File: config.mk
export PLATFORM = sky130hd
export DESIGN_NAME = dual_strobe_counter
export DESIGN_NICKNAME = d
export VERILOG_FILES = /design/src/rtl/dsc_pkg.sv /design/src/rtl/dsc_sync.sv /design/src/rtl/dsc_edge.sv /design/src/rtl/dsc_count.sv /design/src/rtl/dsc_term.sv /design/src/rtl/dual_strobe_counter.sv
export SDC_FILE = /design/constraint.sdc
export NUM_CORES = 1
export LEC_CHECK = 0
export ABC_AREA = 1
export BUFFER_PORTS_ARGS = -buffer_cell sky130_fd_sc_hd__buf_4
export CORE_AREA = 2 2 39 41
export DETAILED_ROUTE_END_ITERATION = 7
export DIE_AREA = 0 0 41 43
export GPL_TIMING_DRIVEN = 0
export PLACE_DENSITY = 0.76
export SLEW_MARGIN = 15
export SYNTH_ARGS = -nofsm -noshare
export SYNTH_HDL_FRONTEND = slang
export SYNTH_SLANG_ARGS = --single-unit
File: constraint.sdc
create_clock -name clk -period 1.7 [get_ports clk]
set_input_delay 0.34 -clock clk [delete_from_list [all_inputs] [get_ports clk]]
set_output_delay 0.34 -clock clk [all_outputs]
set_load 0.1 [all_outputs]
File: src/rtl/dsc_pkg.sv
package dsc_pkg;

   typedef enum logic [2:0] {
      ACT_HOLD  = 3'd0,
      ACT_INC   = 3'd1,
      ACT_DEC   = 3'd2,
      ACT_LOAD  = 3'd3,
      ACT_CLEAR = 3'd4
   } cnt_act_e;

   // Priority: clear, then load, then counting. A double rise or a rise
   // while the opposite strobe is low leaves the count untouched.
   function automatic cnt_act_e pick_action(
      input logic clr,
      input logic ld_n,
      input logic up_rise,
      input logic dn_rise,
      input logic up_high,
      input logic dn_high
   );
      cnt_act_e a;
      if (clr)                        a = ACT_CLEAR;
      else if (!ld_n)                 a = ACT_LOAD;
      else if (up_rise && dn_rise)    a = ACT_HOLD;
      else if (up_rise && dn_high)    a = ACT_INC;
      else if (dn_rise && up_high)    a = ACT_DEC;
      else                            a = ACT_HOLD;
      return a;
   endfunction

endpackage

File: src/rtl/dsc_sync.sv
module dsc_sync #(
   parameter int   STAGES = 2,
   parameter logic IDLE   = 1'b1
) (
   input  logic clk,
   input  logic rst_n,
   input  logic d,
   output logic q
);
   generate
      if (STAGES < 1) begin : g_bad_depth
         $error("dsc_sync: STAGES must be at least 1");
      end
      if (STAGES == 1) begin : g_single
         logic stage_q;
         always_ff @(posedge clk or negedge rst_n) begin
            if (!rst_n) stage_q <= IDLE;
            else        stage_q <= d;
         end
         assign q = stage_q;
      end else begin : g_chain
         logic [STAGES-1:0] pipe_q;
         always_ff @(posedge clk or negedge rst_n) begin
            if (!rst_n) pipe_q <= {STAGES{IDLE}};
            else        pipe_q <= {pipe_q[STAGES-2:0], d};
         end
         assign q = pipe_q[STAGES-1];
      end
   endgenerate
endmodule

File: src/rtl/dsc_edge.sv
module dsc_edge #(
   parameter logic IDLE = 1'b1
) (
   input  logic clk,
   input  logic rst_n,
   input  logic lvl,
   output logic rise
);
   logic prev_q;

   always_ff @(posedge clk or negedge rst_n) begin
      if (!rst_n) prev_q <= IDLE;
      else        prev_q <= lvl;
   end

   assign rise = lvl & ~prev_q;
endmodule

File: src/rtl/dsc_count.sv
module dsc_count #(
   parameter int WIDTH = 4
) (
   input  logic              clk,
   input  logic              rst_n,
   input  dsc_pkg::cnt_act_e act,
   input  logic [WIDTH-1:0]  preset,
   output logic [WIDTH-1:0]  value
);
   localparam logic [WIDTH-1:0] STEP = WIDTH'(1);

   logic [WIDTH-1:0] next_value;

   always_comb begin
      unique case (act)
         dsc_pkg::ACT_CLEAR: next_value = '0;
         dsc_pkg::ACT_LOAD:  next_value = preset;
         dsc_pkg::ACT_INC:   next_value = value + STEP;
         dsc_pkg::ACT_DEC:   next_value = value - STEP;
         default:            next_value = value;
      endcase
   end

   always_ff @(posedge clk or negedge rst_n) begin
      if (!rst_n) value <= '0;
      else        value <= next_value;
   end
endmodule

File: src/rtl/dsc_term.sv
module dsc_term #(
   parameter int WIDTH = 4
) (
   input  logic [WIDTH-1:0] value,
   input  logic             up_lvl,
   input  logic             dn_lvl,
   output logic             carry_n,
   output logic             borrow_n
);
   localparam logic [WIDTH-1:0] TOP_VALUE = {WIDTH{1'b1}};

   logic at_top;
   logic at_bottom;

   assign at_top    = (value == TOP_VALUE);
   assign at_bottom = (value == '0);
   assign carry_n   = ~(at_top & ~up_lvl);
   assign borrow_n  = ~(at_bottom & ~dn_lvl);
endmodule

File: src/rtl/dual_strobe_counter.sv
module dual_strobe_counter #(
   parameter int WIDTH       = 4,
   parameter int SYNC_STAGES = 2
) (
   input  logic             clk,
   input  logic             rst_n,
   input  logic             up_strobe,
   input  logic             dn_strobe,
   input  logic             clear,
   input  logic             load_n,
   input  logic [WIDTH-1:0] data,
   output logic [WIDTH-1:0] count,
   output logic             carry_n,
   output logic             borrow_n
);
   generate
      if (WIDTH < 2) begin : g_bad_width
         $error("dual_strobe_counter: WIDTH must be at least 2");
      end
      if (SYNC_STAGES < 1) begin : g_bad_sync
         $error("dual_strobe_counter: SYNC_STAGES must be at least 1");
      end
   endgenerate

   logic              up_lvl;
   logic              dn_lvl;
   logic              rise_up;
   logic              rise_dn;
   dsc_pkg::cnt_act_e act;

   dsc_sync #(.STAGES(SYNC_STAGES), .IDLE(1'b1)) up_sync_i (
      .clk(clk), .rst_n(rst_n), .d(up_strobe), .q(up_lvl)
   );
   dsc_sync #(.STAGES(SYNC_STAGES), .IDLE(1'b1)) dn_sync_i (
      .clk(clk), .rst_n(rst_n), .d(dn_strobe), .q(dn_lvl)
   );

   dsc_edge #(.IDLE(1'b1)) up_edge_i (
      .clk(clk), .rst_n(rst_n), .lvl(up_lvl), .rise(rise_up)
   );
   dsc_edge #(.IDLE(1'b1)) dn_edge_i (
      .clk(clk), .rst_n(rst_n), .lvl(dn_lvl), .rise(rise_dn)
   );

   always_comb begin
      act = dsc_pkg::pick_action(clear, load_n, rise_up, rise_dn, up_lvl, dn_lvl);
   end

   dsc_count #(.WIDTH(WIDTH)) count_i (
      .clk(clk), .rst_n(rst_n), .act(act), .preset(data), .value(count)
   );

   dsc_term #(.WIDTH(WIDTH)) term_i (
      .value(count), .up_lvl(up_lvl), .dn_lvl(dn_lvl),
      .carry_n(carry_n), .borrow_n(borrow_n)
   );
endmodule

Word level (Yosys, flattened, before mapping)
Index checks and enable logic that the tools add are counted.
{ "op_classes": {"n_shift": 0, "eq_ne": 5, "n_div": 0, "multipliers": 0, "n_mux": 6, "magnitude_cmp": 0, "n_reduce_logical": 5, "bitwise_logic": 10, "add_sub_neg": 2} }
{ "ops": {"columns": ["cell", "count"], "rows": [
  ["4-bit case mux with 4 select lines", 1],
  ["2-bit two-way mux", 4],
  ["3-bit by 2-bit equality test with 1-bit output (second input constant)", 2],
  ["1-bit NOT", 6],
  ["4-bit by 1-bit adder with 4-bit output (second input constant)", 1],
  ["1-bit AND", 4],
  ["4-bit equality test (second input constant)", 1],
  ["4-bit zero test", 1],
  ["4-bit nonzero test", 1],
  ["4-bit by 1-bit subtractor with 4-bit output (second input constant)", 1],
  ["3-bit by 1-bit equality test with 1-bit output (second input constant)", 1],
  ["3-bit equality test (second input constant)", 1],
  ["1-bit logical AND", 3],
  ["3-bit two-way mux", 1]
]} }
{ "word_totals": {"mem_count": 0, "wordCells": 33, "mem_bits_rw": 0, "latch_bits": 0, "input_bits": 10, "ff_bits": 10, "romBits": 0} }

Longest topological paths before layout
{ "logic_depth": {"word_depth": 10, "depth_mapped": 12, "mapped_depth_nobuf": 12} }

Hierarchy
Synthesis repeated with hierarchy kept, for this count alone.
{ "unflattened": {"hier_cells": 77, "hier_area_um2": 599.3} }
{ "modules_own_cells": {"columns": ["mod", "area_each_um2", "n_inst", "cells_each", "seq_area_each_um2"], "rows": [
  ["dsc_count", 359.1, 1, 52, 100.1],
  ["dsc_sync", 52.6, 2, 2, 52.6],
  ["dsc_edge", 36.3, 2, 3, 26.3],
  ["dsc_term", 35.0, 1, 9, 0.0],
  ["dual_strobe_counter", 27.5, 1, 6, 0.0]
]} }

Worst setup path before layout
No wires, ideal clock.
{ "synth_path": {"path_type": "flip-flop to output port", "from": "register count_i.value[0]", "to": "output carry_n", "path_stages_with_launch": 2, "arrival_time_ns": 2.164, "slack_ns": -0.804, "path_cell_list": "dfrtp_1 nand4_1"} }
{ "synth_between": {"elab_chain_cells": 3} }
{ "synth_rtl": {"columns": ["element", "line", "source"], "rows": [
  ["start, declared", "dsc_count.sv:8", "output logic [WIDTH-1:0] value"],
  ["start signal, assigned", "dsc_count.sv:26", "else value <= next_value;"],
  ["4-bit equality test", "dsc_term.sv:15", "assign at_top = (value == TOP_VALUE);"],
  ["1-bit AND", "dsc_term.sv:17", "assign carry_n = ~(at_top & ~up_lvl);"],
  ["1-bit NOT", "dsc_term.sv:17", null],
  ["end, declared", "dual_strobe_counter.sv:13", "output logic carry_n,"]
]} }
Every way passes these cells.

Worst setup path after layout
{ "layout_path": {"from": "register count_i.value[1]", "to": "output borrow_n"} }
{ "layout_between": {"elab_chain_cells": 3} }
{ "layout_rtl": {"columns": ["element", "line", "source"], "rows": [
  ["4-bit zero test", "dsc_term.sv:16", "assign at_bottom = (value == '0);"],
  ["1-bit AND", "dsc_term.sv:18", "assign borrow_n = ~(at_bottom & ~dn_lvl);"],
  ["1-bit NOT", "dsc_term.sv:18", null],
  ["end, declared", "dual_strobe_counter.sv:14", "output logic borrow_n"]
]} }
Every way passes these cells.

==> out/results.tsv <==
stage	metric	value	unit
synth	synthTopCellsByCount	nand2_1, dfstp_2, inv_1, nand4_1, nand3_1	
setup_path	crit_path_start_kind	flop	
setup_path	regToRegSetupSlack	40	ps
routing	drt-wirelength-per-cell	12.1	um
synth	synth.most_common_cell	nand2_1	
clock_network	clockBufferDepth	2	
sta	worstMarginPinSlew	303	ps
setup_path	endpoint	borrow_n	
clock_network	cts-root-buf	clkbuf_4	
sta	clock_skew	3.70	ps
sta	timing_hold_violations_final	0	
grt	grt_pass1_vias	465	
sta	setup_viol	0	
synth	ys_warn_count	0	
synth	yosysUniqueCellTypes	17	
clock_network	htreeDepth	1	
synth	async_reset_ff_frac	1.00	
synth	synthTopCellsByArea	dfstp_2, dfrtp_1, nand2_1, nand4_1, nand3_2	
synth	synth_area_per_cell	9.59	um^2
clock_network	cts_tree	done	
run_status	status	complete, no violations	
grt	grt_first_pass_wirelength	1.93	mm
synth	synth.top_cell.area_share	0.288	
routing	ant_nets	0	
synth	ys_seq_area_frac	0.471	
die	rows	14	
routing	vias	494	
setup_path	required	1360	ps
placed_design	place_area	697	um^2
synth	synth.cell_area	547	um^2
setup_path	r2r_start	dn_edge_i.prev_q$_DFF_PN1_	
sta	timing.slew.headroom	0.797	
die	die_h	43	um
grt	antenna_found_initial	0	
grt	track_usage	0.164	
synth	synth_top_cell_by_area	dfstp_2	
final_layout	area_delta_synth_final	49.4	%
final_layout	drive_gt1_frac	0.617	
routing	first_pass_iters	4	
pwr	power_density	1040	nW/um^2
setup_path	r2r-end	count_i.value[2]$_DFFE_PN0P_	
pwr	peakVddDrop	447	uV
die	coreArea	1380	um^2
setup_path	worst_setup_path_end_kind	output port	
synth	synth_nets	70	
sta	min_period	1680	ps
synth	ys_ff_latch	10	
placed_design	dp_slack	-134	ps
routing	drtIter0Drc	12	
die	dieArea	1760	um^2
grt	grt_max_degree	11	
setup_path	reg2reg_depth	8	
setup_path	arrival	1340	ps
final_layout	num_antenna_cells	0	
routing	routed_wl	1.17	mm
die	die_x	41	um
sta	finalCritPeriodShare	0.987	
synth	synth_edf_count	0	
grt	grt-ovfl-total	0	
sta	fmax	596	MHz
setup_path	crit_start	count_i.value[1]$_DFFE_PN0P_	
pwr	power	849	uW
pwr	p_leak	0.393	nW
final_layout	fin_area	817	um^2
clock_network	clkTransAtPathRegs	70	ps
die	start_util	0.395	
synth	synth_ff_type	dfstp_2	
sta	hold_ws	174	ps
setup_path	crit_slowest_cell	dfrtp_4	
placed_design	dpl.hpwl	811	um
setup_path	path_max_fanout	6	
routing	vias_per_cell	5.09	
setup_path	crit_type	flop to output port	
sta	grt_setup_unrepaired	true	
placed_design	port_buffers	15	
setup_path	crit_path_max_incr_delay	520	ps
run	maxCapViolations	0	
final_layout	fin_nets	95	
synth	postSynthCellCount	57	
placed_design	routabilityCongestion	0.791	
sta	fin_ws	21.9	ps
routing	drc	0	
clock_network	clk_latency	270	ps
setup_path	crit_chain	nor3_1 -> nand3_1 -> buf_6	
sta	maxSlewViolCount	0	
die	ios	16	
clock_network	cts_sinks	10	
min_path	hp-class	primary input to flop	
clock_network	cts_buffers	3	
[logic make-up after synthesis]
group | count (synthesis) | synth area share
buffers and inverters | 7 | 0.0480
XOR/XNOR | 1 | 0.0160
adder cells (fa/ha/maj) | 3 | 0.0824
AND/OR/NAND/NOR | 36 | 0.382
flip-flops | 10 | 0.471
[stage by stage]
stage	setup TNS, ps	instances	util
floorplan	-539	57	-
global placement	-76.6	88	0.504
detailed placement	-134	88	0.504
CTS	0	94	0.557
global route	-87.9	97	0.590
finish	0	97	0.590
[how the worst min path moves through the flow]
stage	from	to	slack, ps	cells after the start
finish	dn_strobe	dn_sync_i.g_chain.pipe_q[0]$_DFF_PN1_	170	1
global route	up_strobe	up_sync_i.g_chain.pipe_q[0]$_DFF_PN1_	160	1
CTS	dn_strobe	dn_sync_i.g_chain.pipe_q[0]$_DFF_PN1_	170	1
detailed placement	rst_n	count_i.value[3]$_DFFE_PN0P_	170	1
global placement	rst_n	count_i.value[3]$_DFFE_PN0P_	170	1
floorplan	rst_n	count_i.value[0]$_DFFE_PN0P_	40	0
[final cells by class]
class | count | area [um^2]
clock buffer | 4 | 36.3
fill | 126 | 567
inverter | 7 | 28.8
multi-input combinational | 40 | 303
sequential | 10 | 273
tap | 16 | 20.0
timing repair buffer | 20 | 156
[sequential cells by signal (all words and copies together) (netlist names)]
| register | flops |
|---|---|
| count_i.value | 4 |
| dn_sync_i.g_chain.pipe_q | 2 |
| up_sync_i.g_chain.pipe_q | 2 |
| dn_edge_i.prev_q | 1 |
| up_edge_i.prev_q | 1 |
[placed cells by master, fill, tap and decap left out, types with 2 or more instances in the layout]
cell type and instances:
inv_1 2, inv_2 4, nand4_1 6, nand3_2 4
ha_4 2, nand3_1 4, nor2_4 2, buf_4 18
nor2_1 3, clkbuf_4 3, dfrtp_4 4, dfstp_2 6
nand2_1 12, nand2_2 2
[report_power, final]
part           internal (mW)  switching (mW)  leakage (nW)
logic                 0.0877           0.235         0.263
clock network          0.130          0.0868        0.0210
registers              0.279          0.0294         0.109
[timing repair]
action	4_1_cts	5_1_grt
setup endpoints to repair	2	2
pin swaps	2	9
endpoints found under the hold margin	4	0
buffers inserted	1	3
hold buffers	1	0
gates resized for setup	5	5
[critical path: cells and delay by family, from the launching register on]
family / cells / cell delay, ps
buffers and inverters: 1 / 210
flip-flops: 1 / 520
AND/OR/NAND/NOR: 2 / 330
[layer usage]
layer  up-vias  track usage  wire length, um
met2        21        0.234              566
met3         4       0.0471              101
met1       228        0.220              478
met4         0       0.0800               23
met5         -            0                0
li1        241            -                -
(Power assumes the default switching activity.)
